File: config.mk
export PLATFORM = sky130hd
export DESIGN_NAME = tri_gate_ctrl
export DESIGN_NICKNAME = d
export VERILOG_FILES = /design/src/rtl/tri_gate_ctrl.sv
export SDC_FILE = /design/constraint.sdc
export NUM_CORES = 1
export LEC_CHECK = 0
export BUFFER_PORTS_ARGS = -buffer_cell sky130_fd_sc_hd__clkbuf_2
export CAP_MARGIN = 20
export CORE_ASPECT_RATIO = 0.5
export CORE_MARGIN = 1.5
export CORE_UTILIZATION = 45
export DETAILED_ROUTE_END_ITERATION = 10
export PLACE_DENSITY = 0.65
export SLEW_MARGIN = 20
export SYNTH_ARGS = -nofsm -noshare
export SYNTH_HDL_FRONTEND = slang
export SYNTH_SLANG_ARGS = --single-unit
export TNS_END_PERCENT = 5
File: constraint.sdc
create_clock -name clk -period 2.2 [get_ports clk]
set_input_delay 0.44 -clock clk [delete_from_list [all_inputs] [get_ports clk]]
set_output_delay 0.44 -clock clk [all_outputs]
set_load 0.03 [all_outputs]
File: src/rtl/tri_gate_ctrl.sv
module tri_gate_ctrl #(
  parameter int N_PH     = 3,
  parameter int DEAD_CYC = 4,
  parameter int FILT_CYC = 3,
  parameter int SHUT_CYC = 40,
  parameter int HOLD_CYC = 20
) (
  input  logic            clk,
  input  logic            rst_n,
  input  logic [N_PH-1:0] hi_cmd,
  input  logic [N_PH-1:0] lo_cmd,
  input  logic            coast_n,
  input  logic            pin_rst_n,
  input  logic [N_PH-1:0] boot_ok,
  input  logic [N_PH-1:0] boot_low,
  input  logic            disable_all,
  input  logic            supply_good,
  output logic [N_PH-1:0] hs_en,
  output logic [N_PH-1:0] hs_lvl,
  output logic [N_PH-1:0] ls_en,
  output logic [N_PH-1:0] ls_lvl,
  output logic            fault_clr,
  output logic            asleep
);
  localparam int DW = $clog2(DEAD_CYC + 1);
  localparam int LW = $clog2(SHUT_CYC + 1);
  localparam int HW = $clog2(HOLD_CYC + 1);

  typedef enum logic [1:0] {M_RUN, M_HOLD, M_SLEEP} mode_t;

  logic [N_PH-1:0] hi_m, hi_s, lo_m, lo_s, gh, gl;
  logic            co_m, co_s, pr_m, pr_s;
  mode_t           mode;
  logic [LW-1:0]   lowcnt;
  logic [HW-1:0]   hcnt;
  logic            run, kill;

  always_ff @(posedge clk or negedge rst_n) begin
    if (!rst_n) begin
      hi_m <= '0; hi_s <= '0; lo_m <= '0; lo_s <= '0;
      co_m <= 1'b0; co_s <= 1'b0; pr_m <= 1'b1; pr_s <= 1'b1;
    end else begin
      hi_m <= hi_cmd; hi_s <= hi_m;
      lo_m <= lo_cmd; lo_s <= lo_m;
      co_m <= coast_n; co_s <= co_m;
      pr_m <= pin_rst_n; pr_s <= pr_m;
    end
  end

  always_ff @(posedge clk or negedge rst_n) begin
    if (!rst_n) begin
      mode      <= M_RUN;
      lowcnt    <= '0;
      hcnt      <= '0;
      fault_clr <= 1'b0;
    end else begin
      fault_clr <= 1'b0;
      if (pr_s) lowcnt <= '0;
      else if (lowcnt != LW'(SHUT_CYC)) lowcnt <= lowcnt + 1'b1;
      case (mode)
        M_RUN: begin
          if (pr_s) begin
            if (lowcnt >= LW'(FILT_CYC)) fault_clr <= 1'b1;
          end else if (lowcnt == LW'(SHUT_CYC - 1)) begin
            mode      <= M_HOLD;
            hcnt      <= HW'(HOLD_CYC);
            fault_clr <= 1'b1;
          end
        end
        M_HOLD: begin
          if (hcnt <= HW'(1)) mode <= M_SLEEP;
          else hcnt <= hcnt - 1'b1;
        end
        M_SLEEP: if (pr_s) mode <= M_RUN;
        default: mode <= M_RUN;
      endcase
    end
  end

  assign run  = (mode == M_RUN);
  assign kill = ~co_s | disable_all | ~supply_good | ~run;

  for (genvar p = 0; p < N_PH; p++) begin : g_ph
    logic          h_q, l_q, blk_q;
    logic [DW-1:0] dc_q;
    logic          drop, keep_h, start_h, want_l;

    assign drop    = h_q & boot_low[p];
    assign keep_h  = hi_s[p] & ~lo_s[p] & ~kill & ~drop;
    assign start_h = hi_s[p] & ~lo_s[p] & ~kill & boot_ok[p] & ~blk_q;
    assign want_l  = lo_s[p] & ~hi_s[p] & ~kill;

    always_ff @(posedge clk or negedge rst_n) begin
      if (!rst_n) begin
        h_q <= 1'b0; l_q <= 1'b0; blk_q <= 1'b0; dc_q <= '0;
      end else begin
        if (!hi_s[p]) blk_q <= 1'b0;
        if (drop) blk_q <= 1'b1;
        if (h_q && !keep_h) begin
          h_q  <= 1'b0;
          dc_q <= DW'(DEAD_CYC);
        end else if (l_q && !want_l) begin
          l_q  <= 1'b0;
          dc_q <= DW'(DEAD_CYC);
        end else if (dc_q != '0) begin
          dc_q <= dc_q - 1'b1;
        end else if (start_h && !l_q) begin
          h_q <= 1'b1;
        end else if (want_l && !h_q) begin
          l_q <= 1'b1;
        end
      end
    end

    assign gh[p] = h_q;
    assign gl[p] = l_q;
  end

  assign asleep = (mode == M_SLEEP);
  assign hs_en  = {N_PH{~asleep}};
  assign ls_en  = {N_PH{~asleep}};
  assign hs_lvl = gh & {N_PH{run}};
  assign ls_lvl = gl & {N_PH{run}};
endmodule

==> results of run 1 <==
## metrics by stage
stage / std cells / utilization / hold slack [ns]
floorplan: 206 / - / 0.144
global placement: 300 / 0.535 / 0.333
detailed placement: 300 / 0.535 / 0.335
CTS: 307 / 0.556 / 0.103
global route: 307 / 0.556 / 0.118
finish: 307 / 0.556 / 0.0917
## cells in the final DEF, fill, tap and decap left out, types with 2 or more instances in the layout
master and n:
o41ai_1 2, nand3_1 7, o21ai_0 6, nor3b_1 3, xnor2_1 6, buf_4 5, and3_1 2, mux2i_1 4
xor2_1 3, ha_1 10, dfrtp_1 46, a211oi_1 2, nor2_1 14, nor3_1 8, and2_1 4, nand4b_1 3
nor4_1 3, a31oi_1 2, nor2b_1 4, nand2b_1 6, a21oi_1 6, o22ai_1 2, dfstp_2 2, inv_1 19
o211a_1 2, nand2_1 13, clkbuf_2 31, clkbuf_8 7
## worst paths after layout
path                            slack [ns]         endpoint      start
worst max register to register        0.38  g_ph[2].dc_q[1]    mode[1]
max in group asynchronous             1.49             co_s      rst_n
worst max-delay path                  0.16        ls_lvl[1]    mode[0]
min in group clk                      0.22             pr_m  pin_rst_n
worst min register to register        0.35             co_s       co_m
worst min-delay path                  0.09        lowcnt[3]      rst_n
## critical path: stages (launching register included)
cell	delay, ns
dfrtp_1	0.41
buf_4	0.17
nor2_1	0.34
and2_1	0.19
clkbuf_2	0.20
## power by group through the flow
stage / sequential (mW) / combinational [mW] / clock (mW)
after floorplan: 1.06 / 0.396 / 0
after global placement: 1.07 / 0.485 / 0
after detailed placement: 1.08 / 0.516 / 0
after CTS: 1.06 / 0.519 / 0.572
after global routing: 1.08 / 0.605 / 0.608
final: 1.06 / 0.509 / 0.551
## kinds of logic after synthesis
| family | synth area share |
|---|---|
| buffers and inverters | 0.0601 |
| and+or+nand+nor | 0.195 |
| DFF | 0.535 |
| muxes | 0.0178 |
| xor gates and xnor gates | 0.0351 |
| AOI/OAI and AO/OA | 0.101 |
| adders and majority gates | 0.0556 |
## area by class of cell
class,instances,area [sq um]
clock buffers,7,96.3
fillers,416,2040
inverters,19,71.3
multi-input cells,131,910
flip-flops and latches,48,1200
well taps,66,82.6
repair buffers,36,193
## registers in the layout, summed over array words and instances (netlist names)
register / flops
g_ph.h_q: 3
hi_s: 3
hi_m: 3
hcnt: 5
g_ph.l_q: 3
mode: 2
lo_s: 3
lowcnt: 6
g_ph.dc_q: 9
co_m: 1
pr_s: 1
lo_m: 3
pr_m: 1
fault_clr: 1
co_s: 1
g_ph.blk_q: 3
## metal layers
metal,share of wire,vias to the layer above
met5,0,-
li1,-,772
met1,0.46,771
met4,0.014,0
met3,0.032,7
met2,0.49,24
==> summary.txt, run 1 <==
CTS
  – H-tree lvl count: 2
  – Clock root cell: clkbuf_8
  – Total setup buffers inserted after CTS: 0
  – Worst-Skew Late Latency: 0.29 ns
  – Cts repair resizes: 0
  – CTS Buf Count: 5
  – CTS clk-pin slew, worst paths: 0.08 ns
  – Hold-fix buffers, CTS: 0
  – Clk buf depth: 2
  – CTS Sinks: 48
  – CTS tree: yes

STA
  – Total Neg Setup Slack: 0 ns
  – Worst slew margin: 0.658
  – Final worst slack: 0.158 ns
  – Count of final setup violators: 0
  – Maximum operating frequency: 490 MHz
  – Final number of hold-violating endpoints: 0
  – Slew @ Worst Pin: 0.511 ns
  – Slew Limit Fails: 0
  – Clock Skew: 0.00457 ns
  – Fin crit share: 0.928
  – Unrepaired setup endpoints after global routing: no
  – Crit path time final: 2.04 ns

Setup path
  – CP endpoint kind: output pin
  – Worst endpoint data arrival time: 1.60 ns
  – CP Max Fanout: 8
  – CP required: 1.76 ns
  – Crit Path Class: reg2out
  – Worst R2R Path Depth: 5
  – Startpoint types: register

Placed design
  – DP HPWL: 3.09 mm
  – Pre-CTS WS: 0.387 ns
  – Placed cell area: 2460 sq um
  – Port bufs: 31
  – Routability cong.: 0.797

Global route
  – Initial antenna violation count: 0
  – Grt peak-use layer: met2
  – Met2 usage: 0.309
  – Largest net degree at the start of global routing: 22
  – GRT Total Usage: 0.175
  – First-pass GRT wire length: 7.20 mm
  – Met1 usage: 0.210
  – GR Overflow Total: 0
  – Met3 Use GR: 0.0436
  – Vias in the first global route: 1641

Synthesis
  – Yosys warns: 0
  – Ranking of synthesized cells by area: dfrtp_1 51%, ha_1 5.6%, inv_1 3.2%, dfstp_2 2.3%, nor2_1 2.3%
  – Post-synth top cells: 46 x dfrtp_1, 19 x inv_1, 14 x nor2_1
  – EDFF count, synth: 0
  – Netlist cell types: 47
  – Synthesized area: 2250 sq um
  – Post-synth top area share: 0.512
  – Asr flop ratio synth: 1.00
  – Most common cell in the netlist: dfrtp_1
  – Post-synth top flop: dfrtp_1
  – Area leader, netlist: dfrtp_1
  – Syn Area/Cell: 10.9 sq um
  – Synth Register Bits: 48
  – Sequential element share of the synthesized area: 0.535
  – Mapped Cells: 206
  – Post-Syn Nets: 234

Min path
  – Type of the most critical hold path: in2async

Pwr
  – P_sw: 0.600 mW
  – Clock share of power: 0.260
  – Maximum vdd drop: 0.349 mV
  – Pwr dens: 830 nW/um^2
  – Flop pwr share: 0.500
  – Combinational share of power: 0.240
  – Switching share of power: 0.283
  – Power Total: 2.12 mW
  – Pleak: 1.27 nW
  – Power Internal: 1.52 mW

Die
  – Core area: 4590 sq um
  – Row cnt: 17
  – Die W: 103 microns
  – I/O pin count: 32
  – Die ar.: 5460 sq um
  – Die height: 53.0 microns
  – Starting density of the core: 0.489

Detailed routing
  – Via density: 5.13
  – Routed WL: 4.08 mm
  – DR vias: 1574
  – Wire per inst: 13.3 microns
  – DR iter-0 viols: 27
  – Remaining DRCs: 0
  – TritonRoute pass-1 iters: 4
  – Routed Antenna Nets: 0

Finish
  – Layout cells sized above 1: 0.216
  – Final Net Count: 269
  – Post-route cell area: 2560 sq um
  – Layout area overhead: 13.7%
  – Ant diodes: 0

Outcome
  – Status: completed

Run
  – MaxCap Viol Count: 0
(Power assumes the default switching activity.)
==> run 2, diff against run 1 <==
Clock period 2.2 ns to 2.5 ns, I/O delays scaled along.
==> run 2 against run 1 <==
Against the previous run: critical endpoint unchanged; core utilization rose by 0.33 points; power fell by 7.3%; combinational power fell by 15%; hold slack improved by 0.027 ns; largest power group unchanged; non-clock buffer count fell by 2.
==> summary.txt, run 2 (synthesized netlist as in run 1, its figures left out) <==
Outcome
  – Status: completed

Finish
  – Reg area: 1200 sq um
  – Biggest regs: g_ph.dc_q x9, lowcnt x6, hcnt x5
  – Final Net Count: 267
  – Layout area overhead: 14.4%
  – Layout cells sized above 1: 0.213
  – Layout fillers: 410
  – Commonest non-fill, non-tap cell in the layout: dfrtp_1
  – Multi-input combinational cell area: 910 sq um
  – Commonest cells after routing, fill and taps aside: 46 x dfrtp_1, 31 x clkbuf_2, 19 x inv_1
  – Largest register FFs: 9
  – Ant diodes: 0
  – Largest Register: g_ph.dc_q

CTS
  – Total setup buffers inserted after CTS: 0
  – CTS tree: yes
  – Hold-fix buffers, CTS: 0
  – Worst-Skew Late Latency: 0.30 ns
  – H-tree lvl count: 2
  – CTS clk-pin slew, worst paths: 0.09 ns
  – Clock root cell: clkbuf_8
  – Clk buf depth: 2
  – CTS Sinks: 48
  – Cts repair resizes: 0
  – CTS Buf Count: 5

Setup path
  – Worst r2r src: mode[0]
  – CP required: 2.00 ns
  – Crit path from: mode[0]
  – Crit Path Class: reg2out
  – Worst R2R Path Depth: 4
  – CP Max Fanout: 9
  – Crit path to: ls_lvl[1]
  – Setup slack, reg-to-reg: 0.52 ns
  – CP endpoint kind: output pin
  – Worst endpoint data arrival time: 1.59 ns
  – Startpoint types: register
  – R2R Path End: g_ph[0].dc_q[2]

STA
  – Worst slew margin: 0.629
  – Crit path time final: 2.09 ns
  – WHS: 0.118 ns
  – Slew Limit Fails: 0
  – Slew @ Worst Pin: 0.555 ns
  – Unrepaired setup endpoints after global routing: no
  – Clock Skew: 0.00548 ns
  – Final number of hold-violating endpoints: 0
  – Total Neg Setup Slack: 0 ns
  – Count of final setup violators: 0
  – Maximum operating frequency: 479 MHz
  – Fin crit share: 0.834

Pwr
  – Combinational share of power: 0.220
  – Flop pwr share: 0.473
  – P_sw: 0.525 mW
  – Clock share of power: 0.307
  – Power Internal: 1.44 mW
  – Pwr dens: 765 nW/um^2
  – Switching share of power: 0.267
  – Pleak: 1.27 nW
  – Maximum vdd drop: 0.305 mV

Detailed routing
  – Via density: 5.04
  – DR vias: 1542
  – TritonRoute pass-1 iters: 4
  – Routed WL: 3.78 mm
  – Remaining DRCs: 0
  – Routed Antenna Nets: 0
  – DR iter-0 viols: 44
  – Wire per inst: 12.4 microns

Die
  – I/O pin count: 32
  – Die ar.: 5460 sq um
  – Starting density of the core: 0.489
  – Die W: 103 microns
  – Core area: 4590 sq um
  – Row cnt: 17
  – Die height: 53.0 microns

Placed design
  – Routability cong.: 0.895
  – DP HPWL: 2.86 mm
  – Port bufs: 31

Global route
  – GR Overflow Total: 0
  – Vias in the first global route: 1461
  – GRT Total Usage: 0.160
  – First-pass GRT wire length: 6.54 mm
  – Initial antenna violation count: 0
  – Largest net degree at the start of global routing: 19

Run
  – MaxCap Viol Count: 0

Min path
  – Type of the most critical hold path: in2async
## run 2: changes by cell type in the layout (fill, tap and decap cells not counted)
cell       change
buf_4          -2
bufinv_16      +1
## run 2: power by group through the flow
stage,sequential (mW),clock [mW],combinational [mW]
2_1_floorplan,0.934,0,0.348
3_3_place_gp,0.943,0,0.421
3_5_place_dp,0.946,0,0.437
4_1_cts,0.931,0.625,0.440
5_1_grt,0.945,0.658,0.504
6_report,0.930,0.604,0.432
## run 2: area by class of cell
| cell class | count | area share |
|---|---|---|
| clock inverters | 1 | 0.0117 |
| inverters | 19 | 0.0277 |
| flip-flops and latches | 48 | 0.468 |
| clock buffers | 7 | 0.0375 |
| repair buffers | 34 | 0.0691 |
| well taps | 66 | 0.0321 |
| multi-input cells | 131 | 0.354 |
## run 2: metrics by stage
step                std cells   util  power [mW]  setup slack [ns]  cell area [sq um]
finish                    306  0.560        1.97             0.414               2570
global route              306  0.560        2.11             0.354               2570
CTS                       306  0.560        2.00             0.426               2570
floorplan                 206      -        1.28             0.735               2250
detailed placement        298  0.532        1.38             0.496               2440
global placement          298  0.532        1.36             0.561               2440
## run 2: metal layers
metal  track usage  wire, microns
met5             0              0
met2         0.275           1800
met1         0.198           1820
met4        0.0586             55
met3        0.0410            108
## run 2: critical path, stage by stage (launching register included)
cell and delay (ns):
dfrtp_1 0.50, nor2_1 0.40, and2_1 0.19, clkbuf_2 0.20
## run 2: how the worst min path moves through the flow
stage | slack [ns] | cells after the start | end | startpoint
2_1_floorplan | 0.20 | 0 | co_m | rst_n
3_3_place_gp | 0.33 | 0 | hi_s[0] | hi_m[0]
3_5_place_dp | 0.33 | 0 | hi_s[2] | hi_m[2]
4_1_cts | 0.12 | 1 | lowcnt[3] | rst_n
5_1_grt | 0.13 | 1 | lowcnt[3] | rst_n
6_report | 0.12 | 1 | lowcnt[3] | rst_n
